==> src/rtl/tick_guard_pkg.sv <==
package tick_guard_pkg;

  localparam int DIV_W  = 17;
  localparam int SEL_W  = 3;
  localparam int BYTE_W = 8;

  typedef struct packed {
    logic             flag;
    logic             wdog;
    logic             run;
    logic [SEL_W-1:0] sel;
  } ctrl_t;

  // divider bit whose rising edge makes a tick for a rate code
  function automatic logic [4:0] tap_bit(input logic [SEL_W-1:0] sel);
    if (sel == 3'd0) return 5'd0;
    if (sel == 3'd1) return 5'd5;
    return {1'b0, sel, 1'b0} + 5'd2;
  endfunction

  function automatic logic [BYTE_W-1:0] ctrl_byte(input ctrl_t c);
    return {c.flag, c.wdog, c.run, 2'b11, c.sel};
  endfunction

endpackage

==> src/rtl/tg_prescaler.sv <==
module tg_prescaler
  import tick_guard_pkg::*;
(
  input  logic             clk,
  input  logic             rst_n,
  input  logic [SEL_W-1:0] sel_i,
  output logic             tick_o
);

  logic [DIV_W-1:0] div_q;
  logic [DIV_W-1:0] want;
  logic [DIV_W-1:0] mask;
  logic [4:0]       tap;

  always_ff @(posedge clk or negedge rst_n) begin
    if (!rst_n) div_q <= '0;
    else        div_q <= div_q + 1'b1;
  end

  // selected bit has just risen: it is 1 and all lower bits are 0
  always_comb begin
    tap    = tap_bit(sel_i);
    want   = DIV_W'(1) << tap;
    mask   = (want << 1) - 1'b1;
    tick_o = (div_q & mask) == want;
  end

  // two ticks never arrive back to back unless the code just changed
  assert_tick_gap_R7: assert property (@(posedge clk) disable iff (!rst_n)
    tick_o |=> (!tick_o || !$stable(sel_i)));

endmodule

==> src/rtl/tg_counter.sv <==
module tg_counter #(
  parameter int CNT_W = 8
) (
  input  logic             clk,
  input  logic             rst_n,
  input  logic             run_i,
  input  logic             tick_i,
  input  logic             load_i,
  input  logic [CNT_W-1:0] load_val_i,
  output logic [CNT_W-1:0] count_o,
  output logic             ovf_o
);

  localparam logic [CNT_W-1:0] TOP = '1;

  logic [CNT_W-1:0] count_q;

  assign ovf_o   = run_i && tick_i && !load_i && (count_q == TOP);
  assign count_o = count_q;

  always_ff @(posedge clk or negedge rst_n) begin
    if (!rst_n)      count_q <= '0;
    else if (!run_i) count_q <= '0;
    else if (load_i) count_q <= load_val_i;
    else if (tick_i) count_q <= count_q + 1'b1;
  end

  assert_halt_zero_R3: assert property (@(posedge clk) disable iff (!rst_n)
    !run_i |=> (count_q == '0));

  assert_wrap_R1: assert property (@(posedge clk) disable iff (!rst_n)
    ovf_o |=> (count_q == '0));

endmodule

==> src/rtl/tg_ctrl.sv <==
module tg_ctrl
  import tick_guard_pkg::*;
(
  input  logic             clk,
  input  logic             rst_n,
  input  logic             fire_i,
  input  logic             rd_i,
  input  logic             wr_i,
  input  logic             addr_i,
  input  logic             wflag_i,
  input  logic             wwdog_i,
  input  logic             wrun_i,
  input  logic [SEL_W-1:0] wsel_i,
  input  logic             ovf_i,
  input  logic             rst_en_i,
  output ctrl_t            ctrl_o,
  output logic             rst_req_o
);

  ctrl_t ctrl_q;
  logic  armed_q;
  logic  rst_req_q;
  logic  set_ev;
  logic  clr_ev;
  logic  auto_ev;

  assign auto_ev = ovf_i && ctrl_q.wdog && rst_en_i;
  assign set_ev  = ovf_i && !auto_ev;
  assign clr_ev  = fire_i && armed_q && !wflag_i;

  always_ff @(posedge clk or negedge rst_n) begin
    if (!rst_n) begin
      ctrl_q    <= '0;
      armed_q   <= 1'b0;
      rst_req_q <= 1'b0;
    end else begin
      rst_req_q <= auto_ev;
      if (fire_i) begin
        ctrl_q.wdog <= wwdog_i;
        ctrl_q.run  <= wrun_i;
        ctrl_q.sel  <= wsel_i;
        armed_q     <= 1'b0;
      end else if (rd_i && !addr_i && ctrl_q.flag) begin
        armed_q <= 1'b1;
      end
      if (set_ev)                 ctrl_q.flag <= 1'b1;
      else if (clr_ev || auto_ev) ctrl_q.flag <= 1'b0;
    end
  end

  assign ctrl_o    = ctrl_q;
  assign rst_req_o = rst_req_q;

  assert_flag_set_R1: assert property (@(posedge clk) disable iff (!rst_n)
    (ovf_i && !(ctrl_q.wdog && rst_en_i)) |=> ctrl_q.flag);

  assert_flag_fall_R2: assert property (@(posedge clk) disable iff (!rst_n)
    $fell(ctrl_q.flag) |-> ($past(wr_i && !addr_i) || rst_req_q));

  assert_no_req_R6: assert property (@(posedge clk) disable iff (!rst_n)
    !rst_en_i |=> !rst_req_q);

endmodule

==> src/rtl/tick_guard_timer.sv <==
module tick_guard_timer
  import tick_guard_pkg::*;
#(
  parameter int          CNT_W    = 8,
  parameter logic [7:0]  KEY_CTRL = 8'hA5,
  parameter logic [7:0]  KEY_CNT  = 8'h5A
) (
  input  logic        clk,
  input  logic        rst_n,
  input  logic        bus_wr,
  input  logic        bus_rd,
  input  logic        bus_addr,
  input  logic [15:0] bus_wdata,
  output logic [7:0]  bus_rdata,
  input  logic        rst_en,
  output logic        irq,
  output logic        rst_req
);

  ctrl_t            ctrl;
  logic             tick;
  logic             ovf;
  logic             ctrl_fire;
  logic             cnt_load;
  logic [CNT_W-1:0] count;
  logic             unused_bits;

  assign ctrl_fire   = bus_wr && !bus_addr && (bus_wdata[15:8] == KEY_CTRL);
  assign cnt_load    = bus_wr &&  bus_addr && (bus_wdata[15:8] == KEY_CNT);
  assign unused_bits = ^bus_wdata[4:3];

  tg_prescaler u_presc (
    .clk    (clk),
    .rst_n  (rst_n),
    .sel_i  (ctrl.sel),
    .tick_o (tick)
  );

  tg_counter #(.CNT_W(CNT_W)) u_cnt (
    .clk        (clk),
    .rst_n      (rst_n),
    .run_i      (ctrl.run),
    .tick_i     (tick),
    .load_i     (cnt_load),
    .load_val_i (bus_wdata[CNT_W-1:0]),
    .count_o    (count),
    .ovf_o      (ovf)
  );

  tg_ctrl u_ctrl (
    .clk       (clk),
    .rst_n     (rst_n),
    .fire_i    (ctrl_fire),
    .rd_i      (bus_rd),
    .wr_i      (bus_wr),
    .addr_i    (bus_addr),
    .wflag_i   (bus_wdata[7]),
    .wwdog_i   (bus_wdata[6]),
    .wrun_i    (bus_wdata[5]),
    .wsel_i    (bus_wdata[2:0]),
    .ovf_i     (ovf),
    .rst_en_i  (rst_en),
    .ctrl_o    (ctrl),
    .rst_req_o (rst_req)
  );

  assign irq       = ctrl.flag && !ctrl.wdog;
  assign bus_rdata = bus_addr ? BYTE_W'(count) : ctrl_byte(ctrl);

  assert_pulse_single_R5: assert property (@(posedge clk) disable iff (!rst_n)
    rst_req |=> !rst_req);

  assert_irq_quiet_R4: assert property (@(posedge clk) disable iff (!rst_n)
    (ctrl.wdog && !$past(ctrl.wdog)) |-> !irq);

endmodule

==> config.mk <==
export PLATFORM = sky130hd
export DESIGN_NAME = tick_guard_timer
export DESIGN_NICKNAME = d
export VERILOG_FILES = /design/src/rtl/tick_guard_pkg.sv /design/src/rtl/tg_prescaler.sv /design/src/rtl/tg_counter.sv /design/src/rtl/tg_ctrl.sv /design/src/rtl/tick_guard_timer.sv
export SDC_FILE = /design/constraint.sdc
export NUM_CORES = 1
export LEC_CHECK = 0
export BUFFER_PORTS_ARGS = -buffer_cell sky130_fd_sc_hd__buf_2
export CORE_ASPECT_RATIO = 0.9
export CORE_UTILIZATION = 60
export DETAILED_ROUTE_END_ITERATION = 6
export PLACE_DENSITY = 0.83
export SYNTH_ARGS = -nofsm -noshare
export SYNTH_HDL_FRONTEND = slang
export SYNTH_SLANG_ARGS = --single-unit
==> constraint.sdc <==
create_clock -name clk -period 7.8 [get_ports clk]
set_input_delay 1.56 -clock clk [delete_from_list [all_inputs] [get_ports clk]]
set_output_delay 1.56 -clock clk [all_outputs]
set_load 0.02 [all_outputs]
== Yosys cells after proc, flatten, opt, wreduce, memory -nomap -nowiden ==
Cells that the tools add are included.

* Bits in registers: 33
* Logic and storage cells: 59

* $add $sub $neg: 4
* Equal/unequal tests: 6
* Shifts and indexed selects: 1
* Mux-type cells: 15
* Bitwise logic cells: 1
* Reductions and logical operators: 24

{| class="wikitable"
|+ Operators by type and width
! kind !! number
|-
| $mux W8 || 4
|-
| $mux W5 || 4
|-
| $add A17 B1 Y17 const B || 1
|-
| $and A17 B17 Y17 || 1
|-
| $eq A17 B17 Y1 || 1
|-
| $shl A1 B5 Y17 const A || 1
|-
| $sub A17 B1 Y17 const B || 1
|-
| $eq A8 B8 Y1 const B || 2
|-
| $logic_and A1 B1 Y1 || 15
|-
| $add A8 B1 Y8 const B || 1
|-
| $eq A8 B7 Y1 const B || 1
|-
| $mux W1 || 7
|-
| $add A4 B2 Y5 const B || 1
|-
| $logic_not A1 Y1 || 5
|-
| $reduce_bool A2 Y1 || 2
|-
| $eq A3 B1 Y1 const B || 1
|-
| $logic_not A3 Y1 || 1
|-
| $ne A3 B3 Y1 const B || 1
|-
| $logic_or A1 B1 Y1 || 1
|}

== Depth between registers and ports, before layout ==
Gate-level depths: netlist of the first run.

* Word-level depth: 17
* Mapped depth: 15

== Cells and area by module ==
From an unflattened synthesis of the first run, not the netlist that was laid out.

* Cells, all modules: 267
* Area, all modules: 2407.3 µm²

{| class="wikitable"
|+ Modules (own cells, without submodules)
! module !! instances !! cells each !! area each (µm²) !! sequential area each (µm²)
|-
| tg_prescaler || 1 || 179 || 1456.4 || 425.4
|-
| tg_counter || 1 || 50 || 456.7 || 200.2
|-
| tg_ctrl || 1 || 22 || 335.3 || 200.2
|-
| tick_guard_timer || 1 || 16 || 158.9 || 0.0
|}

== Worst setup path before layout of the first run ==
OpenSTA, ideal clock, no wires.

* Path type: reg2reg
* From: register u_ctrl.ctrl_q (netlist bit u_ctrl.ctrl_o[1])
* To: register u_ctrl.ctrl_q (netlist bit u_ctrl.ctrl_o[5])
* Library setup time: 0.125 ns
* Arrival: 3.827 ns
* Required time: 7.675 ns
* Setup slack: 3.848 ns
* Stages on the path, launching flop included: 15
* Cell sequence: dfrtp_1 > clkbuf_1 > inv_1 > ha_1 > nor2b_1 > o31ai_1 > nand2_1 > ha_1 > nand2b_1 > a21oi_1 > mux2_2 > a2111oi_2 > nand3_4 > or4_4 > mux2_4

* Longest elaborated chain between the ends: 17
* Elaborated cells on any way between the ends: 23
* Classes of those cells: add/sub: 2; eq/ne: 2; shift: 1; mux: 7; bitwise: 1; reduce/logical: 10

{| class="wikitable"
|+ RTL lines
! what !! line !! RTL
|-
| start: declaration || tg_ctrl.sv:20 || <nowiki>ctrl_t ctrl_q;</nowiki>
|-
| branches (longest 4 deep; another with $add A4 B2 Y5) || n/a ||
|-
| $mux W5 * || tick_guard_pkg.sv:17 || <nowiki>if (sel == 3'd1) return 5'd5;</nowiki>
|-
| $shl A1 B5 Y17 * || tg_prescaler.sv:23 || <nowiki>want = DIV_W'(1) << tap;</nowiki>
|-
| $sub A17 B1 Y17 || tg_prescaler.sv:24 || <nowiki>mask = (want << 1) - 1'b1;</nowiki>
|-
| $and A17 B17 Y17 || tg_prescaler.sv:25 || <nowiki>tick_o = (div_q & mask) == want;</nowiki>
|-
| $eq A17 B17 Y1 * || tg_prescaler.sv:25 ||
|-
| $logic_and A1 B1 Y1 * (3 in series) || tg_counter.sv:18 || <nowiki>assign ovf_o = run_i && tick_i && !load_i && (count_q == TOP);</nowiki>
|-
| $logic_and A1 B1 Y1 (2 in series) || tg_ctrl.sv:27 || <nowiki>assign auto_ev = ovf_i && ctrl_q.wdog && rst_en_i;</nowiki>
|-
| $logic_not A1 Y1 || tg_ctrl.sv:28 || <nowiki>assign set_ev = ovf_i && !auto_ev;</nowiki>
|-
| $logic_and A1 B1 Y1 || tg_ctrl.sv:28 ||
|-
| $mux W1 / $reduce_bool A2 Y1 (equally long branches) || n/a ||
|}

Mark *: on every way between the ends. The select of a mux whose other input is x is not followed.
A chain may end at the register's enable or synchronous reset.

== Worst setup path in the final report of the first run ==
* From: register u_ctrl.ctrl_q (netlist bit u_ctrl.ctrl_o[0])
* To: register u_ctrl.ctrl_q (netlist bit u_ctrl.ctrl_o[5])

The elaborated chain is that of the path after synthesis.

==> metrics.yaml, run 1 <==
post_cts_buffers: 0
placedInstanceArea_um2: 2490
hold_depth: 1
status: "completed"
final_nets: 304
drt-pass1-iter-count: 4
min_period_ps: 4430
async_flop_share: 1.00
h-tree-depth: 2
critPathKind: "reg2reg"
antenna_found_initial: 0
crit_end: "u_ctrl.ctrl_o[5]$_DFFE_PN0P_"
final.setup.tns_ps: 0
netlist_top_cells_area: "dfrtp_1, xnor2_1, mux2_2"
peakVddDrop_uv: 109
die_w_um: 67.4
drive_above_1_share: 0.209
crit_path_max_fanout: 14
clkSlewWorstSetupHoldPaths_ps: 70
synth_xor_area_frac: 0.0797
drt_iter0_markers: 179
final_area_um2: 2570
dr_total_vias: 1980
synth-compound-area-share: 0.166
cts_buffers: 5
clk_latency_ps: 290
endpoint_kind: "register"
worst_pin_slew_ps: 713
power_mw: 0.343
comb_power_share: 0.121
holdBufCountCts: 0
holdWs_ps: 500
clock_skew_ps: 5.32
port_buffers: 31
ant_nets: 0
hold_class: "reg2reg"
synthAdderAreaFrac: 0.0325
maxCapViolations: 0
wl_mm: 5.26
cts-root-buf: "clkbuf_8"
cts.sinks: 33
avgSynthCellArea_um2: 9.42
nFillCells: 301
hpwlAfterDp_mm: 4.04
synth.distinct_cells: 59
max_freq_mhz: 225
arrival_ps: 4610
seqPwrFrac: 0.509
area_growth_pct: 11.4
ys_ff_latch: 33
dp_cells: 315
syn_nets: 273
vias_per_cell: 6.13
grt_pass1_wl_mm: 8.34
switching_share: 0.269
total_leakage_power_nw: 1.18
grt_setup_unrepaired: "false"
drc_errors: 0
intPower_mw: 0.250
grt_pass1_vias: 1663
rr_worst_depth: 12
yosys_warnings: 0
clockPowerShare: 0.370
cts_resized: 0
rows: 21
dieArea_um2: 4100
timing.rr.end: "u_ctrl.ctrl_o[5]$_DFFE_PN0P_"
grt_max_degree: 34
synth-edff-count: 0
antenna_cells: 0
start_kind: "register"
coreArea_um2: 3700
instances_no_fill: 323
ys.flop_type: "dfrtp_1"
synth_top_area_share: 0.358
start_util: 0.623
grt-ovfl-total: 0
wl_per_cell_um: 16.3
clk_path_buf_depth: 2
synth.mux.area_fraction: 0.0770
drv_slew: 0
synth_top_family_by_area: "simple AND/OR/NAND/NOR gates"
dieHeight_um: 60.8
r2r_slack_ps: 3370
synth_top_cell_by_area: "dfrtp_1"
timing.final.crit_share: 0.569
r2r-start: "u_ctrl.ctrl_o[0]$_DFFE_PN0P_"
power.switching_mw: 0.0922
powerDensity_nw_per_um2: 133
relSlewSlack: 0.525
gp_congestion: 0.958
startpoint: "u_ctrl.ctrl_o[0]$_DFFE_PN0P_"
finalSetupViolations: 0
synth_area_um2: 2310
synthSimpleGateAreaFrac: 0.257
ys_seq_area_frac: 0.358
grt_use_total: 0.284
synthCells: 245
hold_violations: 0
io_pins: 32
cp_data_required_time_ps: 7970
cts_tree: "done"
-- synthesized netlist by cell type, types with 2 or more instances --
| cell | instances |
|---|---|
| nand3_1 | 15 |
| xor2_1 | 8 |
| ha_1 | 6 |
| nand4_1 | 8 |
| nor2b_1 | 4 |
| dfrtp_1 | 33 |
| nor2_1 | 15 |
| inv_1 | 8 |
| and3_1 | 6 |
| mux2i_1 | 5 |
| o22ai_1 | 3 |
| nand2b_1 | 7 |
| nor3b_1 | 2 |
| a21oi_1 | 12 |
| a221oi_1 | 2 |
| nand4b_1 | 2 |
| clkbuf_1 | 5 |
| nand2_1 | 21 |
| nor4bb_1 | 3 |
| or4_4 | 2 |
| a21boi_0 | 2 |
| mux2_2 | 9 |
| and4b_1 | 2 |
| xnor2_1 | 13 |
| nand3b_1 | 2 |
| o21ai_0 | 14 |
| a211oi_1 | 2 |
| a31oi_1 | 3 |
-- worst max-delay path, stage by stage (launching register included) --
cell,delay [ps]
dfrtp_1,620
inv_1,160
ha_1,480
o31ai_1,550
nand2_1,130
ha_1,290
nand2b_1,140
a21oi_1,80
mux2_2,290
a2111oi_2,530
nand3_4,180
or4_4,570
mux2_4,310
-- per-layer routing --
layer / wire, um / GRT usage / share of wire / vias to the layer above
met5: 0 / 0 / 0 / -
met4: 53 / 0.0729 / 0.010 / 0
met3: 241 / 0.0564 / 0.046 / 5
met2: 2250 / 0.370 / 0.43 / 42
met1: 2710 / 0.463 / 0.52 / 963
li1: - / - / - / 970
-- worst min path at each step --
stage / from / endpoint
floorplan: u_presc.div_q[16]$_DFF_PN0_ / u_presc.div_q[16]$_DFF_PN0_
global placement: u_presc.div_q[16]$_DFF_PN0_ / u_presc.div_q[16]$_DFF_PN0_
detailed placement: u_presc.div_q[15]$_DFF_PN0_ / u_presc.div_q[15]$_DFF_PN0_
CTS: u_presc.div_q[16]$_DFF_PN0_ / u_presc.div_q[16]$_DFF_PN0_
global route: u_presc.div_q[16]$_DFF_PN0_ / u_presc.div_q[16]$_DFF_PN0_
finish: u_presc.div_q[15]$_DFF_PN0_ / u_presc.div_q[15]$_DFF_PN0_
-- cell usage in the layout (no fill, tap or decap), types with 3 or more instances in the layout --
master and count:
ha_1 6, nor2_1 15, xor2_1 8, nand2b_1 7
clkbuf_8 5, mux2_2 9, a31oi_1 3, nand4_1 8
nand2_1 21, nand3_1 15, dfrtp_1 33, o22ai_1 3
o21ai_0 14, a21oi_1 12, buf_2 31, nor4bb_1 3
nor2b_1 4, xnor2_1 13, mux2i_1 5, and3_1 6
inv_1 8
-- state kept, by name, indices dropped and copies added (netlist names) --
name,count
u_ctrl.armed_q,1
u_ctrl.ctrl_o,6
u_ctrl.rst_req_o,1
u_presc.div_q,17
u_cnt.count_o,8
-- cell families (layout without fill, tap and decap cells) --
group / after synthesis / in the layout
flip-flops: 33 / 33
XOR/XNOR: 21 / 21
multiplexers: 16 / 16
AND/OR/NAND/NOR: 98 / 98
adder cells (fa/ha/maj): 6 / 6
AO/OA/AOI/OAI: 55 / 55
other: 1 / 1
buffers and inverters: 15 / 47
-- layout make-up --
| class | count | area [um2] | share of cell area |
|---|---|---|---|
| clock buffers | 5 | 68.8 | 0.0268 |
| clock inverters | 3 | 17.5 | 0.00681 |
| inverters | 8 | 30.0 | 0.0117 |
| multi-input cells | 197 | 1420 | 0.551 |
| flip-flops and latches | 33 | 826 | 0.321 |
| well taps | 46 | 57.6 | 0.0224 |
| repair buffers | 31 | 155 | 0.0603 |
-- power groups by stage --
stage	logic, mW	clock network, mW	registers [mW]
2_1_floorplan	0.0277	0	0.176
3_3_place_gp	0.0406	0	0.178
3_5_place_dp	0.0413	0	0.178
4_1_cts	0.0415	0.128	0.174
5_1_grt	0.0458	0.137	0.175
6_report	0.0414	0.127	0.174
-- metrics by stage --
step                worst slack, ps   util
CTS                            3360  0.694
finish                         3370  0.694
global placement               3550  0.671
detailed placement             3390  0.671
global route                   3050  0.694
floorplan                      3850      -
(Power assumes the default switching activity.)
==> run 2, diff against run 1 <==
--- a/config.mk
+++ b/config.mk
@@ -5,11 +5,12 @@
 export SDC_FILE = /design/constraint.sdc
 export NUM_CORES = 1
 export LEC_CHECK = 0
+export ABC_AREA = 1
 export BUFFER_PORTS_ARGS = -buffer_cell sky130_fd_sc_hd__buf_2
 export CORE_ASPECT_RATIO = 0.9
-export CORE_UTILIZATION = 60
+export CORE_UTILIZATION = 52
 export DETAILED_ROUTE_END_ITERATION = 6
-export PLACE_DENSITY = 0.83
+export PLACE_DENSITY = 0.76
 export SYNTH_ARGS = -nofsm -noshare
 export SYNTH_HDL_FRONTEND = slang
 export SYNTH_SLANG_ARGS = --single-unit
==> constraint.sdc (replaced) <==
create_clock -name clk -period 3.8 [get_ports clk]
set_input_delay 0.76 -clock clk [delete_from_list [all_inputs] [get_ports clk]]
set_output_delay 0.76 -clock clk [all_outputs]
set_load 0.02 [all_outputs]
==> run 2 against run 1 <==
  * Sequential share of layout area shrank 2.3 points
  * Global-route usage shrank 3.1 points
  * Hold slack lost 12 ps
  * Critical endpoint is now u_cnt.count_o[4]$_DFFE_PN0P_
  * Synthesized cell count grew 44%
  * Via count grew 17%
  * Final cell count grew 39%
  * Sequential power grew 130%
  * Die area grew 22%
  * First-iteration DRC count shrank 13%
==> metrics.yaml, run 2 <==
hold_depth: 1  # unchanged
finalSetupViolations: 0  # unchanged
final_area_um2: 2770  # +7.7%
gr-max-usage-layer: "met2"
synthCells: 352  # +44%
wl_mm: 5.68  # +8.0%
dp_cells: 442  # +40%
synthSimpleGateAreaFrac: 0.404  # +0.147
area_growth_pct: 12.7
placedInstanceArea_um2: 2690  # +8.0%
clock_skew_ps: 9.61  # +4.28 ps
start_kind: "register"
port_buffers: 31  # unchanged
h-tree-depth: 2  # unchanged
final_nets: 415  # +37%
critPathKind: "reg2reg"
async_flop_share: 1.00  # unchanged
grtUsageMet3: 0.0552  # -0.00117
top_register: "u_presc.div_q"
intPower_mw: 0.609  # +140%
ys.flop_type: "dfrtp_1"
ant_nets: 0  # unchanged
drive_above_1_share: 0.160  # -0.0492
hold_violations: 0  # unchanged
r2r-start: "u_ctrl.ctrl_o[0]$_DFFE_PN0P_"
hold_class: "reg2reg"
gp_congestion: 0.923  # -3.7%
worstHoldStart: "u_presc.div_q[0]$_DFF_PN0_"
dieHeight_um: 67.3  # +11%
startpoint: "u_ctrl.ctrl_o[0]$_DFFE_PN0P_"
worst_pin_slew_ps: 755  # +42.2 ps
switching_share: 0.332  # +0.0630
min_period_ps: 3070  # -1370 ps
largest_register_ffs: 17  # unchanged
status: "completed"
drv_slew: 0  # unchanged
post_cts_buffers: 0  # unchanged
yosys_warnings: 0  # unchanged
clockPowerShare: 0.294  # -0.076
synth_top_cell_by_area: "dfrtp_1"
timing.final.crit_share: 0.807  # +0.239
total_leakage_power_nw: 1.47  # +24%
synth-compound-area-share: 0.0748  # -0.0911
instances_no_fill: 449  # +39%
coreArea_um2: 4490  # +21%
grt_use_total: 0.252  # -0.0315
netlist_top_cells_area: "dfrtp_1, nand2_1, nand3_1"
start_util: 0.548  # -0.0752
dieArea_um2: 5010  # +22%
met2_usage: 0.411  # +0.0410
antenna_found_initial: 0  # unchanged
grt_max_degree: 34  # unchanged
syn_nets: 380  # +39%
grt_setup_unrepaired: "false"
synthAdderAreaFrac: 0.0305  # -0.00200
clkSlewWorstSetupHoldPaths_ps: 70  # about the same
ys_ff_latch: 33  # unchanged
cts.sinks: 33  # unchanged
die_w_um: 74.5  # +11%
clk_path_buf_depth: 2  # unchanged
final_cell_mix: "nand2_1, inv_1, nand3_1"
synth_area_um2: 2460  # +6.6%
synth_top_family_by_area: "simple AND/OR/NAND/NOR gates"
crit_path_max_fanout: 9  # -5
comb_power_share: 0.262  # +0.141
clk_latency_ps: 280  # about the same
drc_errors: 0  # unchanged
drt_iter0_markers: 156  # -13%
synth_most_common_cell: "nand2_1"
final.setup.tns_ps: 0  # unchanged
seqPwrFrac: 0.444  # -0.065
final_common_cell: "nand2_1"
arrival_ps: 3280  # -1330 ps
holdBufCountCts: 0  # unchanged
power.switching_mw: 0.303  # +230%
cp_data_required_time_ps: 4010  # -3960 ps
antenna_cells: 0  # unchanged
timing.rr.end: "u_cnt.count_o[4]$_DFFE_PN0P_"
io_pins: 32  # unchanged
synth.distinct_cells: 37  # -37%
cts_tree: "done"
synthTopCellsByCount: "nand2_1, inv_1, nand3_1"
cts-root-buf: "clkbuf_8"
synth_xor_area_frac: 0.0712  # -0.00846
cts_resized: 0  # unchanged
cts_buffers: 5  # unchanged
peakVddDrop_uv: 224  # +110%
wl_per_cell_um: 12.7  # -22%
dr_total_vias: 2310  # +17%
grt-ovfl-total: 0  # unchanged
ys_seq_area_frac: 0.336  # -0.0220
rr_worst_depth: 18  # +6
maxCapViolations: 0  # unchanged
rows: 23  # +9.5%
endpoint_kind: "register"
max_freq_mhz: 326  # +45%
synth_top_area_share: 0.336  # -0.0220
drt-pass1-iter-count: 4  # unchanged
grt_pass1_vias: 2219  # +33%
relSlewSlack: 0.497  # -0.0281
synth.mux.area_fraction: 0  # -0.0770
hpwlAfterDp_mm: 4.48  # +11%
grt_use_met1: 0.323  # -0.140
powerDensity_nw_per_um2: 329  # +150%
avgSynthCellArea_um2: 6.99  # -26%
min_to: "u_presc.div_q[0]$_DFF_PN0_"
grt_pass1_wl_mm: 9.55  # +14%
synth-edff-count: 0  # unchanged
r2r_slack_ps: 730  # -2630 ps
final_util: 0.617  # -0.0770
vias_per_cell: 5.14  # -16%
run 2: cell count changes after synthesis, moves of 4 or more:
cell / before / now
mux2i_1: 5 / 0
nor2_1: 15 / 34
nand2_4: 0 / 5
nand2_1: 21 / 100
inv_1: 8 / 44
xor2_1: 8 / 17
xnor2_1: 13 / 3
nor2b_1: 4 / 0
a21oi_1: 12 / 7
nand2b_1: 7 / 0
mux2_2: 9 / 0
and3_1: 6 / 0
nand3_1: 15 / 37
run 2: final cells by class:
| type | instances | area (um2) |
|---|---|---|
| fill | 428 | 1720 |
| multi-input combinational | 266 | 1430 |
| sequential | 33 | 826 |
| inverter | 49 | 186 |
| timing repair buffer | 32 | 163 |
| clock buffer | 7 | 86.3 |
| tap | 62 | 77.6 |
run 2: worst max path at each step:
stage / endpoint
floorplan: u_cnt.count_o[0]$_DFFE_PN0P_
global placement: u_cnt.count_o[4]$_DFFE_PN0P_
detailed placement: u_cnt.count_o[4]$_DFFE_PN0P_
CTS: u_cnt.count_o[4]$_DFFE_PN0P_
global route: u_cnt.count_o[4]$_DFFE_PN0P_
finish: u_cnt.count_o[4]$_DFFE_PN0P_
run 2: logic make-up after synthesis:
| group | after synthesis |
|---|---|
| DFF | 33 |
| AOI/OAI and AO/OA | 31 |
| adders and majority gates | 6 |
| other | 1 |
| buffers and inverters | 53 |
| and+or+nand+nor | 208 |
| xor gates and xnor gates | 20 |
run 2: power by group through the flow:
stage          Sequential [mW]  Clock [mW]  Combinational, mW
3_5_place_dp             0.411           0              0.236
3_3_place_gp             0.410           0              0.232
5_1_grt                  0.408       0.292              0.267
2_1_floorplan            0.402           0              0.177
4_1_cts                  0.404       0.276              0.237
6_report                 0.405       0.268              0.239
run 2: critical path, cell delays in order (launching register included):
cell,delay [ps]
dfrtp_1,420
inv_1,180
ha_1,330
o21ai_4,280
nand2_8,100
nand2_4,90
inv_2,40
nand2_2,70
ha_1,210
inv_1,80
nor2_1,280
nand2_1,130
nand4_1,120
nand2_1,100
nor2b_4,130
nand3_4,140
nand2_4,140
nand2_1,70
nand2_1,70
run 2: per-stage QoR:
stage                     total power, mW  hold slack [ps]  setup slack, ps
after floorplan                     0.579              453             1180
after global placement              0.642              474              915
after detailed placement            0.646              479              801
after CTS                           0.918              492              778
after global routing                0.967              532              498
final                               0.912              488              733
run 2: per-layer routing:
layer | vias to the layer above | wire (um)
met3 | 12 | 262
met2 | 63 | 2620
met4 | 0 | 116
met1 | 1052 | 2680
li1 | 1183 | -
met5 | - | 0
